### config.mk
export PLATFORM = sky130hd
export DESIGN_NAME = qmul_unit
export DESIGN_NICKNAME = d
export VERILOG_FILES = /design/src/rtl/qmul_pkg.sv /design/src/rtl/qmul_decode.sv /design/src/rtl/qmul_core.sv /design/src/rtl/qmul_wb.sv /design/src/rtl/qmul_unit.sv
export SDC_FILE = /design/constraint.sdc
export NUM_CORES = 1
export LEC_CHECK = 0
export BUFFER_PORTS_ARGS = -buffer_cell sky130_fd_sc_hd__buf_2
export CAP_MARGIN = 20
export CORE_UTILIZATION = 46
export DETAILED_ROUTE_END_ITERATION = 7
export PLACE_DENSITY = 0.65
export SYNTH_ARGS = -nofsm -noshare
export SYNTH_HDL_FRONTEND = slang
export SYNTH_SLANG_ARGS = --single-unit
### constraint.sdc
create_clock -name clk -period 12.2 [get_ports clk]
set_input_delay 1.22 -clock clk [delete_from_list [all_inputs] [get_ports clk]]
set_output_delay 1.22 -clock clk [all_outputs]
set_load 0.01 [all_outputs]
### src/rtl/qmul_pkg.sv
package qmul_pkg;
  typedef enum logic [1:0] {
    QM_NONE = 2'd0,
    QM_UU   = 2'd1,
    QM_SS   = 2'd2,
    QM_SU   = 2'd3
  } qm_kind_e;

  localparam int INSTR_W   = 16;
  localparam int OPC_LSB   = 8;
  localparam int OPC_W     = 8;
  localparam int SEL_HI    = 7;
  localparam int SEL_LO    = 3;
  localparam int FLD_A_LSB = 4;
  localparam int FLD_B_LSB = 0;
endpackage

### src/rtl/qmul_decode.sv
module qmul_decode
  import qmul_pkg::*;
#(
  parameter int          IDX_W      = 3,
  parameter int          REG_ADDR_W = 5,
  parameter int          REG_BASE   = 16,
  parameter logic [7:0]  OPCODE     = 8'h03
) (
  input  logic [INSTR_W-1:0]    instr,
  output qm_kind_e              kind,
  output logic                  is_fmul,
  output logic [REG_ADDR_W-1:0] idx_a,
  output logic [REG_ADDR_W-1:0] idx_b
);
  localparam logic [REG_ADDR_W-1:0] BASE_V = REG_ADDR_W'(REG_BASE);
  localparam int FLD_LSB [2] = '{FLD_A_LSB, FLD_B_LSB};

  logic [REG_ADDR_W-1:0] idx_arr [2];
  logic                  opc_hit;

  for (genvar g = 0; g < 2; g++) begin : g_fld
    logic [IDX_W-1:0] fld;
    assign fld        = instr[FLD_LSB[g] +: IDX_W];
    assign idx_arr[g] = BASE_V + REG_ADDR_W'(fld);
  end

  assign idx_a   = idx_arr[0];
  assign idx_b   = idx_arr[1];
  assign opc_hit = (instr[OPC_LSB +: OPC_W] == OPCODE);

  always_comb begin
    kind = QM_NONE;
    if (opc_hit) begin
      unique case ({instr[SEL_HI], instr[SEL_LO]})
        2'b01:   kind = QM_UU;
        2'b10:   kind = QM_SS;
        2'b11:   kind = QM_SU;
        default: kind = QM_NONE;
      endcase
    end
  end

  assign is_fmul = (kind != QM_NONE);

  always_comb begin
    assert_decode_opc_R3: assert (!is_fmul || opc_hit);
  end
endmodule

### src/rtl/qmul_core.sv
module qmul_core
  import qmul_pkg::*;
#(
  parameter int DATA_W = 8
) (
  input  logic [DATA_W-1:0]   op_a,
  input  logic [DATA_W-1:0]   op_b,
  input  qm_kind_e            kind,
  output logic [2*DATA_W-1:0] prod_raw,
  output logic [2*DATA_W-1:0] prod_shl,
  output logic                carry,
  output logic                zero
);
  localparam int PW = 2 * DATA_W;

  function automatic logic [PW-1:0] frac_product(
    input logic [DATA_W-1:0] a,
    input logic [DATA_W-1:0] b,
    input qm_kind_e          k
  );
    logic signed [DATA_W:0]   ea;
    logic signed [DATA_W:0]   eb;
    logic signed [PW+1:0]     p;
    ea = signed'({(k != QM_UU) & a[DATA_W-1], a});
    eb = signed'({(k == QM_SS) & b[DATA_W-1], b});
    p  = ea * eb;
    return p[PW-1:0];
  endfunction

  function automatic logic [PW-1:0] double_q(input logic [PW-1:0] v);
    return {v[PW-2:0], 1'b0};
  endfunction

  assign prod_raw = frac_product(op_a, op_b, kind);
  assign prod_shl = double_q(prod_raw);
  assign carry    = prod_raw[PW-1];
  assign zero     = (prod_shl == '0);

  always_comb begin
    assert_zero_operand_R4: assert ((op_a != '0 && op_b != '0) || prod_raw == '0);
  end
endmodule

### src/rtl/qmul_wb.sv
module qmul_wb #(
  parameter int DATA_W = 8
) (
  input  logic                clk,
  input  logic                rst_n,
  input  logic                commit,
  input  logic [2*DATA_W-1:0] value,
  input  logic                carry,
  input  logic                zero,
  output logic                res_we,
  output logic [DATA_W-1:0]   res_lo,
  output logic [DATA_W-1:0]   res_hi,
  output logic                flag_c,
  output logic                flag_z
);
  always_ff @(posedge clk) begin
    if (!rst_n) begin
      res_we <= 1'b0;
      res_lo <= '0;
      res_hi <= '0;
      flag_c <= 1'b0;
      flag_z <= 1'b0;
    end else begin
      res_we <= commit;
      if (commit) begin
        res_lo <= value[DATA_W-1:0];
        res_hi <= value[2*DATA_W-1:DATA_W];
        flag_c <= carry;
        flag_z <= zero;
      end
    end
  end

  assert_hold_idle_R11: assert property (@(posedge clk) disable iff (!rst_n)
    !res_we |-> ($stable(res_lo) && $stable(res_hi) && $stable(flag_c) && $stable(flag_z)));
  assert_zero_flag_R9: assert property (@(posedge clk) disable iff (!rst_n)
    res_we |-> (flag_z == ({res_hi, res_lo} == '0)));
  assert_shift_in_zero_R8: assert property (@(posedge clk) disable iff (!rst_n)
    res_we |-> (res_lo[0] == 1'b0));
endmodule

### src/rtl/qmul_unit.sv
module qmul_unit
  import qmul_pkg::*;
#(
  parameter int DATA_W     = 8,
  parameter int IDX_W      = 3,
  parameter int REG_ADDR_W = 5,
  parameter int REG_BASE   = 16
) (
  input  logic                  clk,
  input  logic                  rst_n,
  input  logic                  instr_valid,
  input  logic [INSTR_W-1:0]    instr,
  input  logic                  mul_en,
  output logic [REG_ADDR_W-1:0] rd_a_idx,
  output logic [REG_ADDR_W-1:0] rd_b_idx,
  input  logic [DATA_W-1:0]     rd_a_data,
  input  logic [DATA_W-1:0]     rd_b_data,
  output logic                  res_we,
  output logic [DATA_W-1:0]     res_lo,
  output logic [DATA_W-1:0]     res_hi,
  output logic                  flag_c,
  output logic                  flag_z
);
  localparam int PW = 2 * DATA_W;

  qm_kind_e       kind;
  logic           is_fmul;
  logic           commit;
  logic [PW-1:0]  prod_raw;
  logic [PW-1:0]  prod_shl;
  logic           carry;
  logic           zero;

  qmul_decode #(
    .IDX_W      (IDX_W),
    .REG_ADDR_W (REG_ADDR_W),
    .REG_BASE   (REG_BASE)
  ) u_decode (
    .instr   (instr),
    .kind    (kind),
    .is_fmul (is_fmul),
    .idx_a   (rd_a_idx),
    .idx_b   (rd_b_idx)
  );

  qmul_core #(.DATA_W(DATA_W)) u_core (
    .op_a     (rd_a_data),
    .op_b     (rd_b_data),
    .kind     (kind),
    .prod_raw (prod_raw),
    .prod_shl (prod_shl),
    .carry    (carry),
    .zero     (zero)
  );

  assign commit = instr_valid && mul_en && is_fmul;

  qmul_wb #(.DATA_W(DATA_W)) u_wb (
    .clk    (clk),
    .rst_n  (rst_n),
    .commit (commit),
    .value  (prod_shl),
    .carry  (carry),
    .zero   (zero),
    .res_we (res_we),
    .res_lo (res_lo),
    .res_hi (res_hi),
    .flag_c (flag_c),
    .flag_z (flag_z)
  );

  assert_we_needs_enable_R10: assert property (@(posedge clk) disable iff (!rst_n)
    res_we |-> $past(mul_en && instr_valid));
  assert_illegal_no_write_R3: assert property (@(posedge clk) disable iff (!rst_n)
    (instr_valid && !is_fmul) |=> !res_we);
  assert_carry_from_raw_R7: assert property (@(posedge clk) disable iff (!rst_n)
    commit |=> (flag_c == $past(prod_raw[PW-1])));
endmodule

# After elaboration in Yosys (flattened, before gate mapping)
# Index checks and enable logic that the tools add are counted.
# totals
input_bits,36
elab_cells,22
output_inout_bits,29
regBits,18
# op_classes
n_bitwise,2
reduce_logical,4
n_mul,1
addsub,2
n_eq_ne,6
muxes,2
# ops
op,count
16-bit logical NOT,1
9-bit by 9-bit multiplier with 16-bit output,1
5-bit by 3-bit adder with 5-bit output (first input constant),2
8-bit by 2-bit == test with 1-bit output (second input constant),1
2-bit == test (second input constant),3
2-bit case mux with 3 select lines,1
1-bit bitwise AND,2
2-bit by 1-bit == test with 1-bit output (second input constant),1
1-bit logical AND,2
2-bit two-way mux,1
2-bit by 1-bit != test with 1-bit output (second input constant),1
2-bit nonzero test,1

# Depth between registers and ports, before layout
# logic_depth
ltp_word,7
depth_mapped,20
depth_no_buf,19

# Cells and area by module
# Synthesis repeated with hierarchy kept, for this count alone.
# unflattened
cells_unflattened,423
hier_area_um2,3841.2
# by_module_without_submodules
mod,cells_each,area_each_um2,n_inst,seq_area_each_um2
qmul_core,344,2987.9,1,0.0
qmul_wb,59,715.7,1,380.4
qmul_decode,19,131.4,1,0.0
qmul_unit,1,6.3,1,0.0

# Worst setup path after synthesis
# No wires, ideal clock.
# synth_path
path_type,input to register
from,input instr[13]
to,register u_wb.res_hi[7]
setup_slack_ns,6.174
cell_stages,18
arrival_ns,5.961
t_required_ns,12.135
cell_sequence,nor4_4 > nand4_2 > or2_2 > fa_1 > fa_1 > inv_1 > fa_1 > fa_1 > inv_1 > fa_1 > inv_1 > ha_1 > a2111oi_0 > o21ai_1 > mux2_2 > o211ai_1 > mux2i_1 > nor2b_1
# synth_between
elab_chain_cells,5
# synth_lines
element,line,text
from (decl),qmul_unit.sv:12,"input logic [INSTR_W-1:0] instr,"
8-bit by 2-bit == test with 1-bit output (*),qmul_decode.sv:29,assign opc_hit = (instr[OPC_LSB +: OPC_W] == OPCODE);
2-bit two-way mux (*),qmul_decode.sv:33,if (opc_hit) begin
2-bit by 1-bit != test with 1-bit output or 2-bit == test (tied branches),"qmul_core.sv:24, qmul_core.sv:25",
1-bit bitwise AND (on tied branches),"qmul_core.sv:24, qmul_core.sv:25",
9-bit by 9-bit multiplier with 16-bit output,qmul_core.sv:26,p = ea * eb;
to (signal assigned),qmul_wb.sv:27,res_hi <= value[2*DATA_W-1:DATA_W];
to (decl),qmul_wb.sv:12,"output logic [DATA_W-1:0] res_hi,"
# Every way passes the cells marked *; elsewhere a longest branch is shown, timed or not.
# A chain may end at the register's enable or synchronous reset.

# Final worst setup path
# layout_path
from,input instr[13]
to,register u_wb.flag_z
# layout_between
elab_chain_cells,6
# layout_lines
element,line,text
8-bit by 2-bit == test with 1-bit output (*),qmul_decode.sv:29,
2-bit two-way mux (*),qmul_decode.sv:33,
2-bit by 1-bit != test with 1-bit output or 2-bit == test (tied branches),"qmul_core.sv:24, qmul_core.sv:25",
1-bit bitwise AND (on tied branches),"qmul_core.sv:24, qmul_core.sv:25",
9-bit by 9-bit multiplier with 16-bit output,qmul_core.sv:26,
16-bit logical NOT,qmul_core.sv:37,assign zero = (prod_shl == '0);
to (signal assigned),qmul_wb.sv:29,flag_z <= zero;
to (decl),qmul_wb.sv:14,output logic flag_z
# Marks and branches as above.

==> flow_metrics.tcl <==
set metrics [dict create \
    outcome "finished, final reports clean" \
    setup-tns-final_ns 0 \
    numCtsBuffers 3 \
    drt-pass1-iter-count 4 \
    clockBufferDepth 2 \
    syn2layout_area_growth_pct 7.91 \
    ant_nets 0 \
    place_hpwl_um 6010 \
    ys_async_sr_fraction 0 \
    rsz0062_at_grt "false" \
    overflow 0 \
    antenna_found_initial 0 \
    final_layout_size_suffix_gt1_frac 0.144 \
    arrival_ns 6.47 \
    drt_wl_total_um 7330 \
    finalClockSkew_ns 0 \
    seq_area_frac_synth 0.0986 \
    grt_util_all_layers 0.190 \
    ys.flop_type "dfxtp_1" \
    final_common_cell "inv_1" \
    layout_min_cycle_time_ns 6.29 \
    diodes 0 \
    ir_worst_vdd_mv 0.175 \
    gp_congestion 0.820 \
    clk_pin_slew_ns 0.07 \
    worstHoldPathType "reg -> reg" \
    grt_pass1_vias 2601 \
    endpoint_kind "flop" \
    postSynthCellCount 401 \
    timing.fmax_ghz 0.159 \
    cp-start-kind "primary input" \
    clkSinkCount 18 \
    fin_crit_sh 0.516 \
    grt_pass1_wl_um 12400 \
    maxCapViolCount 0 \
    dr_wl_met3_um 205 \
    synth-edff-count 0 \
    finalSetupViolCount 0 \
    insertion_delay_ns 0.25 \
    die_w_um 91.2 \
    drc 0 \
    post-cts-setup-buffer-count 0 \
    power_leakage_nw 2.01 \
    die_h_um 91.2 \
    cts-resized-gates 0 \
    synth_area_um2 3660 \
    drv_slew 0 \
    wl_per_cell_um 13.8 \
    port_buffers 47 \
    avgSynthCellArea_um2 9.12 \
    met2WireLength_um 3820 \
    h-tree-depth 1 \
    ys_warn_count 0 \
    yosysUniqueCellTypes 46 \
    io_pins 65 \
    p_per_area_nw_per_um2 162 \
    fin_nets 563 \
    hold_viol_final 0 \
    highest_layer "met4" \
    initialDrtViolationCount 58 \
    report.power.total_w 0.000638 \
    design.core.area_um2 7690 \
    num_vias 2640 \
    vias_per_cell 4.96 \
    rrSetupSlack_ns 11.54 \
    num_rows 32 \
    critPathKind "in -> reg" \
    worstPathRequired_ns 12.37 \
    initial_core_util 0.476 \
    met1_length_um 3260 \
    cts_tree "yes" \
    mostFrequentLayoutCells "inv_1 (85), fa_1 (63), buf_2 (47), nand2_1 (43), and2_1 (35)" \
    root_buffer "clkbuf_8" \
    ctsHoldBuffers 0 \
    path_max_fanout 9 \
    fp.dieArea_um2 8310 \
    grt_max_degree 23 \
    ys_ff_latch 18 \
]
where the power goes:
part | switching, W | total (W) | internal (W) | leakage, nW
combinational | 0.000295 | 0.000530 | 0.000235 | 1.83
sequential | 0.0000000339 | 0.0000588 | 0.0000588 | 0.145
clock | 0.0000199 | 0.0000486 | 0.0000287 | 0.0288
final timing paths:
kind,start,to,depth (start not counted)
setup / recovery,instr[13],u_wb.flag_z$_SDFFE_PN0P_,19
hold / removal,u_wb.res_lo[1]$_SDFFE_PN0P_,u_wb.res_lo[1]$_SDFFE_PN0P_,2
setup reg to reg,u_wb.res_hi[3]$_SDFFE_PN0P_,u_wb.res_hi[3]$_SDFFE_PN0P_,3
hold reg to reg,u_wb.res_lo[1]$_SDFFE_PN0P_,u_wb.res_lo[1]$_SDFFE_PN0P_,2
metrics by stage:
step                worst slack, ns  instance area (um^2)  utilization  hold slack (ns)  std cells
finish                         5.91                  3950        0.513            0.479        532
global route                   5.56                  3950        0.513            0.503        532
CTS                            5.84                  3950        0.513            0.483        532
detailed placement             5.57                  3890        0.506            0.471        528
global placement               5.74                  3890        0.506            0.468        528
floorplan                      6.17                  3670            -            0.500        404
logic make-up (layout without fill, tap and decap cells):
group,after synthesis,count (layout),share of synthesized area
mux,13,13,0.0359
fa+ha+maj,96,96,0.458
xor+xnor,16,16,0.0421
buf+inv,111,137,0.128
other cells,2,5,0.00205
simple gates,114,114,0.168
flops,18,18,0.0986
compound gates,31,31,0.0681
cell type report:
class | count | area (um^2)
clock buffer | 4 | 55.1
fill | 765 | 3740
inverter | 85 | 319
multi-input combinational | 275 | 2840
sequential | 18 | 360
tap | 102 | 128
timing repair buffer | 48 | 243
layer usage:
metal,track usage,vias to the layer above
met5,0,-
met4,0.0251,0
met3,0.0243,4
met2,0.338,38
met1,0.252,1332
li1,-,1266
worst max-delay path: stages:
cell and delay, ns:
buf_2 0.11, nor4_4 0.34, nand4_2 0.35, or2_2 0.40
fa_1 0.45, fa_1 0.49, inv_1 0.05, fa_1 0.46
fa_1 0.55, inv_1 0.06, fa_1 0.53, inv_1 0.04
ha_1 0.21, a2111oi_0 0.41, o21ai_1 0.17, o21ai_0 0.13
xor2_1 0.21, nand2_1 0.09, o31ai_2 0.21
cells in the mapped netlist, drive strengths merged, types with 2 or more instances:
library cell / n / area share
inv: 85 / 0.087
nor4: 3 / 0.0092
o21bai: 2 / 0.0041
mux2i: 12 / 0.033
nor2: 6 / 0.0062
o211ai: 4 / 0.0082
a21o: 2 / 0.0041
clkbuf: 10 / 0.010
nor3: 3 / 0.0041
xnor2: 9 / 0.022
a21oi: 3 / 0.0041
a211oi: 2 / 0.0041
dfxtp: 18 / 0.099
nand2: 43 / 0.044
ha: 33 / 0.11
nor2b: 12 / 0.021
xor2: 6 / 0.014
nand3: 3 / 0.0041
a41oi: 2 / 0.0068
conb: 2 / 0.0021
o211a: 4 / 0.011
fa: 63 / 0.34
and2: 36 / 0.062
o21ai: 5 / 0.0068
buf: 16 / 0.030
or2: 2 / 0.0034
sequential cells by signal, summed over array words and instances, names as in the netlist:
name	cells
u_wb.res_hi	8
u_wb.res_lo	7
u_wb.flag_c	1
u_wb.flag_z	1
u_wb.res_we	1
(Power assumes the default switching activity.)
